`src/rtl/afg_pkg.sv`:
```
package afg_pkg;

    localparam int NFLAG = 6;

    // flag bit positions inside the six-bit condition word
    localparam int FB_CARRY  = 0;
    localparam int FB_PARITY = 1;
    localparam int FB_NIBBLE = 2;
    localparam int FB_ZERO   = 3;
    localparam int FB_SIGN   = 4;
    localparam int FB_OVF    = 5;

    typedef enum logic [2:0] {
        OPC_ADD = 3'd0,
        OPC_SUB = 3'd1,
        OPC_AND = 3'd2,
        OPC_OR  = 3'd3,
        OPC_XOR = 3'd4
    } afg_op_e;

    typedef logic [NFLAG-1:0] afg_flags_t;

endpackage

```
`src/rtl/afg_arith.sv`:
```
module afg_arith #(
    parameter int W = 16
) (
    input  logic [W-1:0] opa,
    input  logic [W-1:0] opb,
    input  logic         do_sub,
    output logic [W-1:0] sum,
    output logic         carry_fl,
    output logic         nibble_fl,
    output logic         ovf_fl
);
    logic [W-1:0] b_eff;
    logic [W:0]   wide;
    logic [4:0]   low_nib;

    always_comb begin
        b_eff   = do_sub ? ~opb : opb;
        wide    = {1'b0, opa} + {1'b0, b_eff} + {{W{1'b0}}, do_sub};
        low_nib = {1'b0, opa[3:0]} + {1'b0, b_eff[3:0]} + {4'd0, do_sub};
        sum     = wide[W-1:0];
        // a subtract reports borrow, the inverse of the adder carry
        carry_fl  = do_sub ? ~wide[W] : wide[W];
        nibble_fl = do_sub ? ~low_nib[4] : low_nib[4];
        ovf_fl    = (opa[W-1] == b_eff[W-1]) && (wide[W-1] != opa[W-1]);
    end
endmodule

```
`src/rtl/afg_logic.sv`:
```
module afg_logic #(
    parameter int W = 16
) (
    input  logic [W-1:0] opa,
    input  logic [W-1:0] opb,
    input  logic [1:0]   fsel,
    output logic [W-1:0] lres
);
    always_comb begin
        unique case (fsel)
            2'd0:    lres = opa & opb;
            2'd1:    lres = opa | opb;
            default: lres = opa ^ opb;
        endcase
    end
endmodule

```
`src/rtl/afg_flag_eval.sv`:
```
module afg_flag_eval #(
    parameter int W = 16
) (
    input  logic [W-1:0] value,
    output logic         sign_fl,
    output logic         zero_fl,
    output logic         par_fl
);
    localparam int PB = (W < 8) ? W : 8;

    always_comb begin
        sign_fl = value[W-1];
        zero_fl = (value == '0);
        par_fl  = ~^value[PB-1:0];
    end
endmodule

```
`src/rtl/afg_core.sv`:
```
module afg_core
    import afg_pkg::*;
#(
    parameter int W = 16
) (
    input  logic         clk,
    input  logic         rst_n,
    input  logic         op_valid,
    input  logic [2:0]   op_sel,
    input  logic [W-1:0] a_in,
    input  logic [W-1:0] b_in,
    output logic [W-1:0] res_out,
    output logic [5:0]   flag_now,
    output logic [5:0]   flag_reg
);
    logic [W-1:0] arith_sum, logic_res, mux_res;
    logic         a_carry, a_nib, a_ovf;
    logic         e_sign, e_zero, e_par;
    logic         is_arith, is_logic, is_legal;
    logic [1:0]   lsel;
    afg_flags_t   flags_d, flags_q;

    always_comb begin
        is_arith = (op_sel == OPC_ADD) || (op_sel == OPC_SUB);
        is_logic = (op_sel == OPC_AND) || (op_sel == OPC_OR) || (op_sel == OPC_XOR);
        is_legal = is_arith || is_logic;
        lsel     = (op_sel == OPC_AND) ? 2'd0 : (op_sel == OPC_OR) ? 2'd1 : 2'd2;
    end

    afg_arith #(.W(W)) u_arith (
        .opa(a_in), .opb(b_in), .do_sub(op_sel == OPC_SUB),
        .sum(arith_sum), .carry_fl(a_carry), .nibble_fl(a_nib), .ovf_fl(a_ovf)
    );

    afg_logic #(.W(W)) u_logic (
        .opa(a_in), .opb(b_in), .fsel(lsel), .lres(logic_res)
    );

    always_comb begin
        if (is_arith)      mux_res = arith_sum;
        else if (is_logic) mux_res = logic_res;
        else               mux_res = '0;
    end

    afg_flag_eval #(.W(W)) u_eval (
        .value(mux_res), .sign_fl(e_sign), .zero_fl(e_zero), .par_fl(e_par)
    );

    always_comb begin
        flags_d = '0;
        if (is_legal) begin
            flags_d[FB_SIGN]   = e_sign;
            flags_d[FB_ZERO]   = e_zero;
            flags_d[FB_PARITY] = e_par;
            if (is_arith) begin
                flags_d[FB_CARRY]  = a_carry;
                flags_d[FB_NIBBLE] = a_nib;
                flags_d[FB_OVF]    = a_ovf;
            end
        end
    end

    always_ff @(posedge clk or negedge rst_n) begin
        if (!rst_n)                    flags_q <= '0;
        else if (op_valid && is_legal) flags_q <= flags_d;
    end

    assign res_out  = mux_res;
    assign flag_now = flags_d;
    assign flag_reg = flags_q;
endmodule

```
`config.mk`:
```
export PLATFORM = sky130hd
export DESIGN_NAME = afg_core
export DESIGN_NICKNAME = d
export VERILOG_FILES = /design/src/rtl/afg_pkg.sv /design/src/rtl/afg_arith.sv /design/src/rtl/afg_logic.sv /design/src/rtl/afg_flag_eval.sv /design/src/rtl/afg_core.sv
export SDC_FILE = /design/constraint.sdc
export NUM_CORES = 1
export LEC_CHECK = 0
export BUFFER_PORTS_ARGS = -buffer_cell sky130_fd_sc_hd__buf_4
export CORE_MARGIN = 2
export CORE_UTILIZATION = 55
export CTS_CLUSTER_DIAMETER = 120
export DETAILED_ROUTE_END_ITERATION = 10
export HOLD_SLACK_MARGIN = 0.15
export PLACE_DENSITY = 0.83
export SLEW_MARGIN = 20
export SYNTH_ARGS = -nofsm -noshare
export SYNTH_HDL_FRONTEND = slang
export SYNTH_SLANG_ARGS = --single-unit
```
`constraint.sdc`:
```
create_clock -name clk -period 10.92 [get_ports clk]
set_clock_uncertainty 0.1 [all_clocks]
set_input_delay 0.546 -clock clk [delete_from_list [all_inputs] [get_ports clk]]
set_output_delay 0.546 -clock clk [all_outputs]
set_load 0.02 [all_outputs]
```
# After elaboration in Yosys (flattened, before gate mapping)
# Index checks and enable logic that the tools add are counted.
# classes
reduce_logical	10
n_addsub	4
n_eq_ne	7
mux	12
bitwise	6
# op_table
cell	n
16-bit 2-to-1 mux	3
16-bit one-hot mux with 2 select lines	1
16-bit by 16-bit adder with 17-bit output	1
17-bit by 1-bit adder with 17-bit output	1
16-bit bitwise AND	1
16-bit zero test	1
16-bit inverter	1
16-bit OR	1
16-bit bitwise XOR	1
8-bit XNOR reduction	1
3-bit by 2-bit equality test with 1-bit output (second input constant)	2
6-bit 2-to-1 mux	1
4-bit by 4-bit adder with 5-bit output	1
5-bit by 1-bit adder with 5-bit output	1
1-bit 2-to-1 mux	5
1-bit logical OR	4
2-bit 2-to-1 mux	2
3-bit by 1-bit equality test with 1-bit output (second input constant)	1
3-bit equality test (second input constant)	1
3-bit zero test	1
2-bit by 1-bit equality test with 1-bit output (second input constant)	1
1-bit logical AND	2
2-bit zero test	1
1-bit inverter	2
other kinds (2)	2
# totals
in_bits	38
register_bits	6
output_inout_bits	28

# Longest topological paths before layout
# logic_depth
word_depth	9
mapped_depth	23

# Cells and area by module
# From an unflattened synthesis, not the netlist that was laid out.
# unflattened
cells_unflattened	360
hier_area_um2	2832.7
# modules_own_cells
mod	area_per_inst_um2	instances	cells_per_inst	seq_area_each_um2
afg_arith	980.9	1	127	0.0
afg_logic	972.2	1	134	0.0
afg_core	729.4	1	79	150.1
afg_flag_eval	150.1	1	20	0.0

# Worst setup path before layout
# No wires, ideal clock.
# synth_timing
path_kind	in2out
start	in op_sel[2]
end	out flag_now[3]
path_buffers	3
t_required_ps	10274
stages	23
path_slack_ps	4962
arrival_ps	5312
cell_sequence	buf_2 -> nor2_2 -> clkbuf_1 -> nand2_1 -> clkbuf_1 -> xnor2_1 -> ha_1 -> and3b_1 -> a31oi_1 -> nand2_1 -> a21o_1 -> a21oi_1 -> xor2_1 -> o21ai_0 -> o21ai_0 -> ha_1 -> and4_1 -> nand2_1 -> a211o_1 -> a21o_1 -> or4_1 -> or4_4 -> nor2_1
# synth_between
elab_chain_len	9
elab_cells_between_ends	21
cone_classes	add/sub: 2; eq/ne: 5; mux: 7; reduce/logical: 7
# synth_rtl
element	line	text
from (decl)	afg_core.sv:9	input logic [2:0] op_sel,
branches (longest 8 deep; another with 16-bit by 16-bit adder with 17-bit output)	-	
6-bit 2-to-1 mux (*)	afg_core.sv:51	if (is_legal) begin
to (decl)	afg_core.sv:13	output logic [5:0] flag_now,
# Every way passes the cells marked *.

# Final worst setup path
# Same ends and word-level chain as after synthesis.

==> metrics.yaml <==
sta:
  tightestPinTransition_ps: 929
  finalHoldViolations: 0
  timing.setup.tns_ps: 0
  max_freq_mhz: 147
  finalCriticalPeriod_ps: 6800
  rsz0062_at_grt: "false"
  slew_headroom: 0.379
  finalCritPeriodShare: 0.623
  hold_slack_ps: 373
  layout_setup_ws_ps: 4120
  setup-violations-final: 0
  drv_slew: 0
cts:
  insertion_delay_ps: 220
  clk_pin_slew_ps: 40
  cts_tree: "yes"
  clk_path_buf_depth: 2
  clockRootBuffer: "clkbuf_8"
  cts.sinks: 6
  htreeDepth: 1
  numCtsBuffers: 3
  post-cts-setup-buffers: 0
route:
  drt-total-wl_um: 6640
  avgViaCountPerCell: 5.86
  num_vias: 2662
  drt_iter0_markers: 223
  ant_nets: 0
  wire_per_inst_um: 14.6
  drc: 0
  drt_first_pass_iters: 5
critical_path:
  regToRegSetupSlack_ps: 10170
  cpLargestDelayFamily: "simple AND/OR/NAND/NOR gates"
  path_buf_inv: 2
  cp_slowest_cell: "nand2_1"
  crit_chain: "buf_4, nor2_2, nand2_1, xnor2_1, ha_1, and3b_1, a31oi_1, nand2_1, a21o_1, a21oi_1, xor2_1, o21ai_0, o21ai_0, ha_1, and4_1, nand2_1, a211o_1, a21o_1, or4_1, or4_4, nor2_1, buf_4"
  slowest_delay_ps: 740
  cp_common_cell: "nand2_1"
  start_kind: "input pin"
  cp-end-kind: "output pin"
  cp.arrival_ps: 6160
  crit_type: "in -> out"
  worstPathRequired_ps: 10270
  cp_max_fo: 19
placed_design:
  place_area_mm2: 0.00298
  dp_hpwl_um: 5220
  place_congestion: 0.899
  dpl.cell_count: 450
  dp_slack_ps: 4220
  portBuffers: 65
layout:
  num-nets-final: 496
  final_cell_mix: "buf_4 (65), ha_1 (53), inv_1 (44), nor2_1 (33), nand2_1 (28)"
  drive_gt1_frac: 0.209
  syn_to_final_growth_pct: 21.6
  final_util: 0.697
  stdcell_area_mm2: 0.00304
  fillerInstances: 388
  multiInputGateArea_mm2: 0.00211
  diodes: 0
  final_common_cell: "buf_4"
  largest_reg_flops: 6
  regArea_um2: 150
  instances_no_fill: 454
yosys:
  synth_edf_count: 0
  synth_seq_area_share: 0.0602
  yosys.area_share.xor_xnor: 0.0982
  synth_nets: 440
  synth_top_flop_cell: "dfrtp_1"
  ys_types: 56
  synthMuxAreaShare: 0.0120
  netlist_instances: 348
  synth_area_mm2: 0.00250
  yosysWarningCount: 0
  postSynth.asyncResetShare: 1.00
  avgSynthCellArea_um2: 7.17
  synth_compound_area_frac: 0.278
  synth_top_family_by_area: "compound AO/OA/AOI/OAI gates"
  synth-simple-area-share: 0.184
  ys_ff_latch: 6
  yosys.area_share.adder: 0.274
die:
  io_pins: 66
  fp.dieW_um: 71.4
  start_util: 0.573
  rows: 24
  dieHeight_um: 71.4
  dieArea_mm2: 0.00509
  core_area_mm2: 0.00435
global_route:
  antenna_found_initial: 0
  grt_pass1_wl_um: 11000
  grt_max_degree: 33
  track_usage: 0.258
  grt-ovfl-total: 0
  grt_pass1_vias: 2491
hold_path:
  hold_path.class: "reg -> reg"
pwr:
  ir_worst_vdd_uv: 38.4
  leakage_nw: 1.60
  total_power_mw: 0.264
  power_density_mw_per_mm2: 86.8
flow_run:
  maxCapViolations: 0
outcome:
  status: "finished, final reports clean"
## what timing repair did
action,CTS,global route
hold buffers,1,0
hold endpoints to repair,6,0
gates resized for setup,0,0
## worst min-delay path, delay by kind of cell (launching register included)
kind / cells / cell delay (ps)
compound gates: 1 / 50
flops: 1 / 330
simple gates: 1 / 50
## cell families after synthesis
| kind of cell | after synthesis |
|---|---|
| XOR/XNOR | 28 |
| buffers and inverters | 60 |
| AO/OA/AOI/OAI | 101 |
| AND/OR/NAND/NOR | 96 |
| adder cells (fa/ha/maj) | 54 |
| flip-flops | 6 |
| multiplexers | 3 |
## final timing paths
kind	cells after the start	start	endpoint
setup reg to reg	2	flag_reg[1]$_DFFE_PN0P_	flag_reg[1]$_DFFE_PN0P_
hold reg to reg	2	flag_reg[2]$_DFFE_PN0P_	flag_reg[2]$_DFFE_PN0P_
setup / recovery	22	op_sel[2]	flag_now[3]
min in group asynchronous	2	rst_n	flag_reg[1]$_DFFE_PN0P_
hold / removal	2	flag_reg[2]$_DFFE_PN0P_	flag_reg[2]$_DFFE_PN0P_
max in group asynchronous	2	rst_n	flag_reg[4]$_DFFE_PN0P_
## cells in the mapped netlist (all sizes together) (4+ instances only)
cell type	number	area (um^2)
a211oi	9	77.6
a21o	5	37.5
a21oi	27	143
a221oi	5	43.8
a31oi	6	37.5
buf	5	27.5
clkbuf	10	37.5
dfrtp	6	150
ha	53	663
inv	45	169
nand2	28	105
nand2b	5	31.3
nand3	4	20.0
nor2	34	130
nor2b	6	37.5
nor3	4	20.0
o211ai	5	42.5
o21ai	21	109
o31ai	4	35.0
xnor2	22	193
xor2	6	52.6
## where the power goes
group	internal (mW)	switching, mW
clock	0.0238	0.0109
sequential	0.0259	0.00180
combinational	0.0859	0.115
## layer usage
layer	wire, um	vias to the layer above	global-route usage
met3	457	11	0.00985
li1	-	1316	-
met1	2960	1223	0.350
met4	88	0	0.101
met2	3130	112	0.432
met5	0	-	0
## final cells by class
class                   count  share of cell area
well taps                  52              0.0214
flip-flops and latches      6              0.0495
repair buffers             66               0.164
clock buffers               3              0.0136
multi-input cells         282               0.696
inverters                  45              0.0556
No activity file was read; power rests on OpenSTA's default activity.
